$ cat src/rtl/dbg_pkg.sv
package dbg_pkg;
    typedef enum logic [1:0] {
        CMD_HALT = 2'd0,
        CMD_RUN  = 2'd1,
        CMD_STEP = 2'd2,
        CMD_SKIP = 2'd3
    } dbg_cmd_e;

    typedef enum logic [1:0] {
        ST_RUN  = 2'd0,
        ST_PEND = 2'd1,
        ST_HALT = 2'd2,
        ST_STEP = 2'd3
    } dbg_state_e;

    localparam logic [1:0] FLD_CTRL = 2'd0;
    localparam logic [1:0] FLD_ADDR = 2'd1;
    localparam logic [1:0] FLD_DATA = 2'd2;

    localparam int CB_EN    = 0;
    localparam int CB_SPACE = 1;
    localparam int CB_RD    = 3;
    localparam int CB_WR    = 4;
    localparam int CB_DCMP  = 5;
endpackage

$ cat src/rtl/dbg_bp_cmp.sv
module dbg_bp_cmp
    import dbg_pkg::*;
#(
    parameter int AW  = 16,
    parameter int DW  = 8,
    parameter int CW  = 16,
    parameter int IW  = 2,
    parameter int IDX = 0
) (
    input  logic          clk,
    input  logic          rst,
    input  logic          cfg_we,
    input  logic [IW-1:0] cfg_idx,
    input  logic [1:0]    cfg_field,
    input  logic [CW-1:0] cfg_wdata,
    input  logic [AW-1:0] addr,
    input  logic [DW-1:0] data,
    input  logic          rd,
    input  logic          wr,
    input  logic [1:0]    space,
    output logic          armed,
    output logic          match
);
    typedef struct packed {
        logic          en;
        logic [1:0]    space;
        logic          rd_en;
        logic          wr_en;
        logic          dcmp;
        logic [AW-1:0] addr;
        logic [DW-1:0] data;
        logic [DW-1:0] mask;
    } bp_cfg_t;

    bp_cfg_t cfg_d, cfg_q;
    logic    sel;

    assign sel = cfg_we && (cfg_idx == IW'(IDX));

    always_comb begin
        cfg_d = cfg_q;
        if (sel) begin
            case (cfg_field)
                FLD_CTRL: begin
                    cfg_d.en    = cfg_wdata[CB_EN];
                    cfg_d.space = cfg_wdata[CB_SPACE +: 2];
                    cfg_d.rd_en = cfg_wdata[CB_RD];
                    cfg_d.wr_en = cfg_wdata[CB_WR];
                    cfg_d.dcmp  = cfg_wdata[CB_DCMP];
                end
                FLD_ADDR: cfg_d.addr = cfg_wdata[AW-1:0];
                FLD_DATA: begin
                    cfg_d.data = cfg_wdata[DW-1:0];
                    cfg_d.mask = cfg_wdata[2*DW-1:DW];
                end
                default: ;
            endcase
        end
    end

    always_ff @(posedge clk) begin
        if (rst) cfg_q <= '0;
        else     cfg_q <= cfg_d;
    end

    logic kind_ok, addr_ok, data_ok;

    always_comb begin
        kind_ok = (cfg_q.rd_en && rd) || (cfg_q.wr_en && wr);
        addr_ok = (addr == cfg_q.addr) && (space == cfg_q.space);
        data_ok = !cfg_q.dcmp || (((data ^ cfg_q.data) & cfg_q.mask) == '0);
        match   = cfg_q.en && kind_ok && addr_ok && data_ok;
    end

    assign armed = cfg_q.en;
endmodule

$ cat src/rtl/dbg_hit_pick.sv
module dbg_hit_pick #(
    parameter int N  = 4,
    parameter int IW = 2
) (
    input  logic [N-1:0]  match,
    output logic          any,
    output logic [IW-1:0] id
);
    always_comb begin
        any = |match;
        id  = '0;
        for (int i = N - 1; i >= 0; i--) begin
            if (match[i]) id = IW'(i);
        end
    end
endmodule

$ cat src/rtl/dbg_exec_fsm.sv
module dbg_exec_fsm
    import dbg_pkg::*;
#(
    parameter int IW = 2
) (
    input  logic          clk,
    input  logic          rst,
    input  logic          cmd_valid,
    input  logic [1:0]    cmd_op,
    input  logic          instr_bnd,
    input  logic          bus_rd,
    input  logic          bus_wr,
    input  logic          hit_any,
    input  logic [IW-1:0] hit_id,
    output logic          cpu_hold,
    output logic          halted,
    output logic          skip_req,
    output logic          hit_valid,
    output logic [IW-1:0] hit_idx,
    output logic          running
);
    typedef struct packed {
        dbg_state_e    st;
        logic          hv;
        logic [IW-1:0] idx;
        logic          skip;
        logic          mask;
    } fsm_t;

    fsm_t q, d;
    logic c_halt, c_run, c_step, c_skip, hit_ok;

    always_comb begin
        c_halt = cmd_valid && (cmd_op == CMD_HALT);
        c_run  = cmd_valid && (cmd_op == CMD_RUN);
        c_step = cmd_valid && (cmd_op == CMD_STEP);
        c_skip = cmd_valid && (cmd_op == CMD_SKIP);
        hit_ok = hit_any && !q.mask && ((q.st == ST_RUN) || (q.st == ST_STEP));

        d      = q;
        d.skip = 1'b0;
        if (q.mask && !bus_rd && !bus_wr) d.mask = 1'b0;

        if (c_run && (q.st != ST_RUN)) begin
            d.st   = ST_RUN;
            d.hv   = 1'b0;
            d.mask = 1'b1;
        end else begin
            case (q.st)
                ST_RUN: begin
                    if (c_halt || hit_ok) begin
                        d.st = instr_bnd ? ST_HALT : ST_PEND;
                        if (hit_ok) begin
                            d.hv  = 1'b1;
                            d.idx = hit_id;
                        end
                    end
                end
                ST_PEND: begin
                    if (instr_bnd) d.st = ST_HALT;
                end
                ST_HALT: begin
                    if (c_step) begin
                        d.st   = ST_STEP;
                        d.hv   = 1'b0;
                        d.mask = 1'b1;
                    end else if (c_skip) begin
                        d.skip = 1'b1;
                    end
                end
                ST_STEP: begin
                    if (hit_ok && !q.hv) begin
                        d.hv  = 1'b1;
                        d.idx = hit_id;
                    end
                    if (instr_bnd)   d.st = ST_HALT;
                    else if (c_halt) d.st = ST_PEND;
                end
                default: d.st = ST_RUN;
            endcase
        end
    end

    always_ff @(posedge clk) begin
        if (rst) q <= '{st: ST_RUN, hv: 1'b0, idx: '0, skip: 1'b0, mask: 1'b0};
        else     q <= d;
    end

    assign cpu_hold  = (q.st == ST_HALT);
    assign halted    = (q.st == ST_HALT);
    assign skip_req  = q.skip;
    assign hit_valid = q.hv;
    assign hit_idx   = q.idx;
    assign running   = (q.st == ST_RUN);
endmodule

$ cat src/rtl/dbg_exec_ctrl.sv
module dbg_exec_ctrl
    import dbg_pkg::*;
#(
    parameter int  NUM_BP = 4,
    parameter int  ADDR_W = 16,
    parameter int  DATA_W = 8,
    localparam int IW     = (NUM_BP > 1) ? $clog2(NUM_BP) : 1,
    localparam int CW     = (ADDR_W > 2 * DATA_W) ? ADDR_W : 2 * DATA_W
) (
    input  logic              clk,
    input  logic              rst,
    input  logic              cfg_we,
    input  logic [IW-1:0]     cfg_idx,
    input  logic [1:0]        cfg_field,
    input  logic [CW-1:0]     cfg_wdata,
    input  logic              cmd_valid,
    input  logic [1:0]        cmd_op,
    input  logic [ADDR_W-1:0] bus_addr,
    input  logic [DATA_W-1:0] bus_data,
    input  logic              bus_rd,
    input  logic              bus_wr,
    input  logic [1:0]        bus_space,
    input  logic              instr_bnd,
    output logic              cpu_hold,
    output logic              skip_req,
    output logic              halted,
    output logic              hit_valid,
    output logic [IW-1:0]     hit_idx
);
    logic [NUM_BP-1:0] armed_v, match_v;
    logic              any_en, active, running, hit_any;
    logic [IW-1:0]     hit_id;

    logic [ADDR_W-1:0] g_addr;
    logic [DATA_W-1:0] g_data;
    logic              g_rd, g_wr;
    logic [1:0]        g_space;

    assign any_en  = |armed_v;
    assign active  = any_en || !running;
    assign g_addr  = bus_addr & {ADDR_W{active}};
    assign g_data  = bus_data & {DATA_W{active}};
    assign g_rd    = bus_rd & active;
    assign g_wr    = bus_wr & active;
    assign g_space = bus_space & {2{active}};

    for (genvar i = 0; i < NUM_BP; i++) begin : g_bp
        dbg_bp_cmp #(
            .AW(ADDR_W), .DW(DATA_W), .CW(CW), .IW(IW), .IDX(i)
        ) u_cmp (
            .clk       (clk),
            .rst       (rst),
            .cfg_we    (cfg_we),
            .cfg_idx   (cfg_idx),
            .cfg_field (cfg_field),
            .cfg_wdata (cfg_wdata),
            .addr      (g_addr),
            .data      (g_data),
            .rd        (g_rd),
            .wr        (g_wr),
            .space     (g_space),
            .armed     (armed_v[i]),
            .match     (match_v[i])
        );
    end

    dbg_hit_pick #(.N(NUM_BP), .IW(IW)) u_pick (
        .match (match_v),
        .any   (hit_any),
        .id    (hit_id)
    );

    dbg_exec_fsm #(.IW(IW)) u_fsm (
        .clk       (clk),
        .rst       (rst),
        .cmd_valid (cmd_valid),
        .cmd_op    (cmd_op),
        .instr_bnd (instr_bnd),
        .bus_rd    (bus_rd),
        .bus_wr    (bus_wr),
        .hit_any   (hit_any),
        .hit_id    (hit_id),
        .cpu_hold  (cpu_hold),
        .halted    (halted),
        .skip_req  (skip_req),
        .hit_valid (hit_valid),
        .hit_idx   (hit_idx),
        .running   (running)
    );
endmodule

$ cat config.mk
export PLATFORM = sky130hd
export DESIGN_NAME = dbg_exec_ctrl
export DESIGN_NICKNAME = d
export VERILOG_FILES = /design/src/rtl/dbg_pkg.sv /design/src/rtl/dbg_bp_cmp.sv /design/src/rtl/dbg_hit_pick.sv /design/src/rtl/dbg_exec_fsm.sv /design/src/rtl/dbg_exec_ctrl.sv
export SDC_FILE = /design/constraint.sdc
export NUM_CORES = 1
export LEC_CHECK = 0
export BUFFER_PORTS_ARGS = -buffer_cell sky130_fd_sc_hd__buf_2
export CAP_MARGIN = 20
export CORE_MARGIN = 10
export CORE_UTILIZATION = 48
export CTS_BUF_LIST = sky130_fd_sc_hd__clkbuf_4 sky130_fd_sc_hd__clkbuf_8 sky130_fd_sc_hd__clkbuf_16
export CTS_CLUSTER_SIZE = 25
export DETAILED_ROUTE_END_ITERATION = 10
export PLACE_DENSITY_LB_ADDON = 0.2
export SYNTH_ARGS = -nofsm -noshare
export SYNTH_HDL_FRONTEND = slang
export SYNTH_SLANG_ARGS = --single-unit
$ cat constraint.sdc
create_clock -name clk -period 3.6 [get_ports clk]
set_clock_uncertainty 0.2 [all_clocks]
set_input_delay 0.36 -clock clk [delete_from_list [all_inputs] [get_ports clk]]
set_output_delay 0.36 -clock clk [all_outputs]
set_load 0.05 [all_outputs]
### Yosys cells after proc, flatten, opt, wreduce, memory -nomap -nowiden

Cells that the tools add are included.

| cells by class | value |
|---|---|
| bitwise gates (word level) | 15 |
| reduce and logical (&&, ||, !) cells | 88 |
| equality and inequality tests | 25 |
| muxes and demuxes | 20 |

Operators by type and width:

| cell | number |
|---|---|
| 16-bit == test | 4 |
| 8-bit bitwise AND | 5 |
| 1-bit logical AND | 38 |
| 8-bit logical NOT | 4 |
| 8-bit XOR | 4 |
| 2-bit AND reduction | 12 |
| 16-bit bitwise AND | 1 |
| 2-bit 2-to-1 mux | 8 |
| 2-bit == test, second input constant | 7 |
| 4-bit OR reduction | 3 |
| 1-bit logical OR | 11 |
| 5-bit AND reduction | 2 |
| 1-bit logical NOT | 9 |
| 3-bit 2-to-1 mux | 3 |
| 2-bit by 1-bit == test with 1-bit output, second input constant | 4 |
| 2-bit == test | 4 |
| 2-bit logical NOT | 4 |
| 2-bit one-hot mux with 4 select lines | 1 |
| 2-bit by 1-bit != test with 1-bit output, second input constant | 3 |
| 1-bit 2-to-1 mux | 5 |
| 5-bit 2-to-1 mux | 1 |
| 2-bit != test, second input constant | 2 |
| 2-bit one-hot mux with 2 select lines | 1 |
| 4-bit AND reduction | 1 |
| other kinds (8) | 11 |

| storage, ports and cells | value |
|---|---|
| output and inout bits | 6 |
| input port bits | 55 |
| flip-flop bits (word level) | 159 |

### Longest topological paths before layout

| depth | value |
|---|---|
| depth after elaboration | 16 |
| gate-level depth with buffers | 14 |
| gate-level depth less buffers | 11 |

### Cells and area by module

From an unflattened synthesis, not the netlist that was laid out.

| second synthesis, totals | value |
|---|---|
| cells, all modules | 777 |
| area, all modules | 7641.1 um^2 |

By module, submodules not included:

| module | sequential area each (um^2) | area each (um^2) | cells an instance | instances |
|---|---|---|---|---|
| dbg_bp_cmp at g_bp[1].u_cmp ... | 760.7 | 1709.1 | 165 | 2 |
| dbg_bp_cmp at g_bp[0].u_cmp | 760.7 | 1715.4 | 166 | 1 |
| dbg_bp_cmp at g_bp[3].u_cmp | 760.7 | 1699.1 | 183 | 1 |
| dbg_exec_fsm | 140.1 | 498.0 | 57 | 1 |
| dbg_exec_ctrl | 0.0 | 275.3 | 34 | 1 |
| dbg_hit_pick | 0.0 | 35.0 | 7 | 1 |

### Worst setup path after synthesis

No wires, ideal clock.

| path | value |
|---|---|
| kind | reg-to-reg |
| from | register u_fsm.q[5] in the netlist's numbering |
| to | register u_fsm.q, in the netlist u_fsm.hit_valid |
| clock period less this slack | 2.919 ns |
| path slack | 0.681 ns |
| data arrival time | 2.597 ns |
| stages on the path, launching flop included | 12 |
| cells stage by stage | dfxtp_1 inv_1 ha_1 nand2b_1 buf_2 o21ai_1 a22o_1 or4_1 or4b_1 o211a_1 a21oi_1 o22ai_1 |

| on the way | value |
|---|---|
| cells in the longest elaborated chain, start to end | 15 |
| elaborated cells between the ends (all ways) | 78 |
| classes of those cells | eq/ne: 14; mux: 1; bitwise: 13; reduce/logical: 50 |

RTL lines:

| item | line | source |
|---|---|---|
| start: declaration | dbg_exec_fsm.sv:30 | `fsm_t q, d;` |
| start signal: assignment | dbg_exec_fsm.sv:85 | `if (rst) q <= '{st: ST_RUN, hv: 1'b0, idx: '0, skip: 1'b0, mask: 1'b0};` |
| 2-bit logical NOT | dbg_exec_fsm.sv:38, dbg_exec_fsm.sv:49, dbg_exec_fsm.sv:94 |  |
| 1-bit logical NOT | dbg_exec_ctrl.sv:40 | `assign active = any_en \|\| !running;` |
| 1-bit logical OR | dbg_exec_ctrl.sv:40 |  |
| 8-bit bitwise AND (tied with other cells) | dbg_exec_ctrl.sv:42 | `assign g_data = bus_data & {DATA_W{active}};` |
| 8-bit XOR or 1-bit logical AND (tied branches) | dbg_bp_cmp.sv:71, dbg_bp_cmp.sv:69 |  |
| 8-bit bitwise AND or 1-bit logical OR (tied branches) | dbg_bp_cmp.sv:71, dbg_bp_cmp.sv:69 |  |
| 8-bit logical NOT or 1-bit logical AND (tied branches) | dbg_bp_cmp.sv:71, dbg_bp_cmp.sv:72 |  |
| 1-bit logical OR or 1-bit logical AND (tied branches) | dbg_bp_cmp.sv:71, dbg_bp_cmp.sv:72 |  |
| 1-bit logical AND | dbg_bp_cmp.sv:72 | `match = cfg_q.en && kind_ok && addr_ok && data_ok;` |
| 4-bit OR reduction | dbg_hit_pick.sv:10 | `any = \|match;` |
| 1-bit logical AND (2 in series) | dbg_exec_fsm.sv:38 | `hit_ok = hit_any && !q.mask && ((q.st == ST_RUN) \|\| (q.st == ST_STEP));` |
| 1-bit logical AND or 1-bit logical OR (tied branches) | dbg_exec_fsm.sv:72, dbg_exec_fsm.sv:51 |  |
| 2-bit != test (no source line) or 2-bit by 1-bit != test with 1-bit output (tied branches) | - |  |
| 5-bit AND reduction (no source line) | - |  |

Several ways; a longest one is shown, not always the timed one.
A chain may end at the register's enable or synchronous reset.

### Worst setup path in the final report

| path | value |
|---|---|
| from | register u_fsm.q[5] in the netlist's numbering |
| to | register u_fsm.q[5] in the netlist's numbering |

| on the way | value |
|---|---|
| cells in the longest elaborated chain, start to end | 15 |
| elaborated cells between the ends (all ways) | 77 |
| classes of those cells | eq/ne: 15; mux: 1; bitwise: 13; reduce/logical: 48 |

RTL lines:

| item | line | source |
|---|---|---|
| 2-bit logical NOT | dbg_exec_fsm.sv:38, dbg_exec_fsm.sv:49, dbg_exec_fsm.sv:94 |  |
| 1-bit logical NOT | dbg_exec_ctrl.sv:40 |  |
| 1-bit logical OR | dbg_exec_ctrl.sv:40 |  |
| 8-bit bitwise AND (tied with other cells) | dbg_exec_ctrl.sv:42 |  |
| 8-bit XOR or 1-bit logical AND (tied branches) | dbg_bp_cmp.sv:71, dbg_bp_cmp.sv:69 |  |
| 8-bit bitwise AND or 1-bit logical OR (tied branches) | dbg_bp_cmp.sv:71, dbg_bp_cmp.sv:69 |  |
| 8-bit logical NOT or 1-bit logical AND (tied branches) | dbg_bp_cmp.sv:71, dbg_bp_cmp.sv:72 |  |
| 1-bit logical OR or 1-bit logical AND (tied branches) | dbg_bp_cmp.sv:71, dbg_bp_cmp.sv:72 |  |
| 1-bit logical AND | dbg_bp_cmp.sv:72 |  |
| 4-bit OR reduction | dbg_hit_pick.sv:10 |  |
| 1-bit logical AND (2 in series) | dbg_exec_fsm.sv:38 |  |
| 1-bit logical OR | dbg_exec_fsm.sv:51 | `if (c_halt \|\| hit_ok) begin` |
| 2-bit by 1-bit != test with 1-bit output (no source line) | - |  |
| 4-bit AND reduction (no source line) | - |  |

Several ways; a longest one is shown, not always the timed one.

==> reports/metrics.cfg <==
[critical_path]
worstSetupStartpointType = register
setup.worst_path.class = register to register
crit_path_dat_ps = 3500
path_max_fanout = 23
worst_ep_required_time_ps = 3700
critPathCaptureType = register

[clock_network]
cts_max_level = 4
cts_tree = yes
cts.reportedPaths.clkPinSlew_ps = 60
buffer_cell_driving_the_clock_tree_root = sky130_fd_sc_hd__clkbuf_16
clk_latency_ps = 430
cts_num_sinks = 159
post-cts-setup-buffers = 0
cts_buffers = 17
max-clock-path-buffers = 2

[yosys]
yosys_warnings = 0
synthDominantAreaCellType = sky130_fd_sc_hd__dfxtp_1
postSynth.asyncResetShare = 0
post_synth_inst_count = 1226
synth_enable_flop_cells = 0
synth_seq_area_share = 0.365
synth_fp_nets = 1285
post_synth_instance_area_um2 = 8730
synth.area.top_cells = sky130_fd_sc_hd__dfxtp_1 (36%), sky130_fd_sc_hd__nand2_1 (15%), sky130_fd_sc_hd__a21oi_1 (9.5%), sky130_fd_sc_hd__o21ai_0 (3.0%), sky130_fd_sc_hd__clkbuf_1 (2.9%)
avgSynthCellArea_um2 = 7.12
number_of_register_bits_inferred_by_synthesis = 159
post_synth_num_cell_types = 65
portion_of_synthesized_cell_area_occupied_by_the_leading_cell_type = 0.365
synth_top_flop_cell = sky130_fd_sc_hd__dfxtp_1

[final_layout]
mostFrequentLayoutCells = sky130_fd_sc_hd__nand2_1 (342), sky130_fd_sc_hd__a21oi_1 (166), sky130_fd_sc_hd__dfxtp_1 (159)
most_common_library_cell_in_the_layout_ignoring_fill_and_taps = sky130_fd_sc_hd__nand2_1
layoutNonFillerInstCount = 1484
fin_nets = 1301
layout-area-overhead-vs-synth_pct = 11.4
antenna_cells_inserted = 0
final_layout_size_suffix_gt1_frac = 0.105

[global_route]
grt_antenna_before_repair = 0
groute.usage.overall = 0.254
grt_max_degree = 77
first_global_vias = 7906
grt_pass1_wl_um = 48100
globalRoute.totalOverflow = 0

[flow_run]
max_cap_violations = 0

[pwr]
leakagePower_nw = 3.33
vdd_ir_drop_max_mv = 0.401
power.density_nw_per_um2 = 510

[drt]
vias_after_detailed_routing = 8909
drt-wirelength-per-cell_um = 21.1
detail_route.wirelength_um = 31200
routed_via_density = 6.00
drtIter0Drc = 1020
drt_first_pass_iters = 6
route.detailed.drc = 0
detail-route-antenna-nets = 0

[timing]
timing.slew.headroom = 0.354
finalWorstPathRequiredPeriod_ps = 3390
maxSlewViolCount = 0
finalSetupViolCount = 0
setup_total_negative_slack_ps = 0
hold_viol = 0
hold_ws_ps = 79.6
setup_repair_after_global_routing_missed_its_margin = false
post-route-period-util = 0.943
timing_worst_slew_pin_value_ps = 968
max_freq_mhz = 295

[floorplanning]
initial_core_util = 0.487
die_h_um = 155
core_area_um2 = 17900
placementRows = 49
die-area_um2 = 24000
design.portCount = 61
dieWidth_um = 155

[placed_design]
numPortBuffers = 60
place_inst = 1450
final_weighted_congestion_in_routability_driven_placement = 1.00
hpwl_um = 22200

[status]
outcome = finished clean

[hold_path]
min_path_type = primary input to register

-- layout make-up --
class                           instances  area [um^2]
Inverter                               24         90.1
Timing Repair Buffer                   90          533
Fill cell                            1760         8180
Clock buffer                           22          482
Tap cell                              229          287
Clock inverter                         10          105
Sequential cell                       159         3180
Multi-Input combinational cell        950         5050
-- cell families (layout without fill, tap and decap cells) --
family | Yosys count | count (layout) | synth area share
buffers and inverters | 117 | 146 | 0.0573
XOR/XNOR | 33 | 33 | 0.0331
AND/OR/NAND/NOR | 577 | 577 | 0.305
AO/OA/AOI/OAI | 321 | 321 | 0.217
flip-flops | 159 | 159 | 0.365
multiplexers | 15 | 15 | 0.0173
adder cells (fa/ha/maj) | 4 | 4 | 0.00573
-- cells in the mapped netlist, types with 2 or more instances --
master / instances
sky130_fd_sc_hd__a31oi_1: 13
sky130_fd_sc_hd__nor3b_1: 14
sky130_fd_sc_hd__buf_6: 3
sky130_fd_sc_hd__or2_2: 4
sky130_fd_sc_hd__xor2_1: 10
sky130_fd_sc_hd__o21ai_0: 53
sky130_fd_sc_hd__nor4_1: 9
sky130_fd_sc_hd__o22ai_1: 15
sky130_fd_sc_hd__nand2b_1: 33
sky130_fd_sc_hd__nand3_1: 32
sky130_fd_sc_hd__o2111ai_1: 6
sky130_fd_sc_hd__inv_1: 24
sky130_fd_sc_hd__and3_1: 5
sky130_fd_sc_hd__a22oi_1: 13
sky130_fd_sc_hd__a21oi_1: 166
sky130_fd_sc_hd__o211ai_1: 2
sky130_fd_sc_hd__ha_1: 4
sky130_fd_sc_hd__a2bb2oi_1: 2
sky130_fd_sc_hd__nor2_1: 53
sky130_fd_sc_hd__nand4_1: 16
sky130_fd_sc_hd__a211oi_1: 2
sky130_fd_sc_hd__clkbuf_1: 67
sky130_fd_sc_hd__or4_1: 2
sky130_fd_sc_hd__or3b_2: 2
sky130_fd_sc_hd__nor4b_1: 3
sky130_fd_sc_hd__mux2i_1: 14
sky130_fd_sc_hd__buf_2: 8
sky130_fd_sc_hd__nor3_1: 18
sky130_fd_sc_hd__o32ai_1: 13
sky130_fd_sc_hd__clkbuf_2: 11
sky130_fd_sc_hd__nand3b_1: 7
sky130_fd_sc_hd__xnor2_1: 23
sky130_fd_sc_hd__or3_1: 3
sky130_fd_sc_hd__a22o_1: 5
sky130_fd_sc_hd__and2_1: 2
sky130_fd_sc_hd__o41ai_1: 4
sky130_fd_sc_hd__dfxtp_1: 159
sky130_fd_sc_hd__nor4bb_1: 8
sky130_fd_sc_hd__nand2_1: 342
sky130_fd_sc_hd__nor2b_1: 17
sky130_fd_sc_hd__o31ai_1: 8
sky130_fd_sc_hd__buf_4: 4
sky130_fd_sc_hd__a32o_1: 2
sky130_fd_sc_hd__a221oi_1: 4
-- per-stage QoR --
step | instance area [um^2] | power (mW) | worst slack (ps) | util
5_1_grt | 9730 | 5.15 | 63.0 | 0.543
3_3_place_gp | 9120 | 3.15 | 368 | 0.509
6_report | 9730 | 4.96 | 205 | 0.543
3_5_place_dp | 9120 | 3.16 | 310 | 0.509
2_1_floorplan | 8730 | 2.77 | 681 | -
4_1_cts | 9730 | 4.94 | 281 | 0.543
-- sequential cells by signal, summed over array words and instances, names as in the netlist --
register,count
g_bp.u_cmp.armed,4
g_bp.u_cmp.cfg_q,148
u_fsm.hit_idx,2
u_fsm.hit_valid,1
u_fsm.skip_req,1
u_fsm.q,3
-- timing repair --
item,in CTS,in global routing
gates resized for setup,0,0
hold endpoints to repair,1,0
hold buffers,2,0
-- report_power, final --
part / switching [mW] / total (mW) / internal [mW]
Sequential: 0.0362 / 1.83 / 1.79
Combinational: 0.870 / 1.32 / 0.454
Clock: 0.774 / 1.80 / 1.03
-- layer usage --
layer / vias up / routed length, um / global-route usage / share of wire
met5: - / 0 / 0 / 0
met3: 37 / 3190 / 0.0566 / 0.10
met4: 0 / 531 / 0.0711 / 0.017
met2: 424 / 13300 / 0.368 / 0.43
li1: 4268 / - / - / -
met1: 4180 / 14200 / 0.368 / 0.45
-- final timing paths --
kind                                                to                                 start  slack, ps  cells past startpoint
hold reg to reg   g_bp[0].u_cmp.cfg_q[33]$_SDFFE_PP0P_  g_bp[0].u_cmp.cfg_q[33]$_SDFFE_PP0P_        260                      2
hold / removal                   u_fsm.q[0]$_SDFF_PP0_                             cmd_op[0]         80                      4
setup reg to reg               u_fsm.q[5]$_SDFFE_PP0P_               u_fsm.q[5]$_SDFFE_PP0P_        210                     12
setup / recovery               u_fsm.q[5]$_SDFFE_PP0P_               u_fsm.q[5]$_SDFFE_PP0P_        210                     12
-- worst max-delay path, cell delays in order, from the launching register on --
cell and delay (ps):
sky130_fd_sc_hd__dfxtp_1 380, sky130_fd_sc_hd__inv_1 90, sky130_fd_sc_hd__ha_1 230, sky130_fd_sc_hd__nand2b_1 200
sky130_fd_sc_hd__nor2_8 130, sky130_fd_sc_hd__buf_4 200, sky130_fd_sc_hd__o41ai_1 310, sky130_fd_sc_hd__o21ai_0 160
sky130_fd_sc_hd__nor4_1 550, sky130_fd_sc_hd__a22oi_1 240, sky130_fd_sc_hd__o211ai_1 210, sky130_fd_sc_hd__a21oi_1 200
sky130_fd_sc_hd__mux2i_1 160
Power figures use the tool's default switching activity.
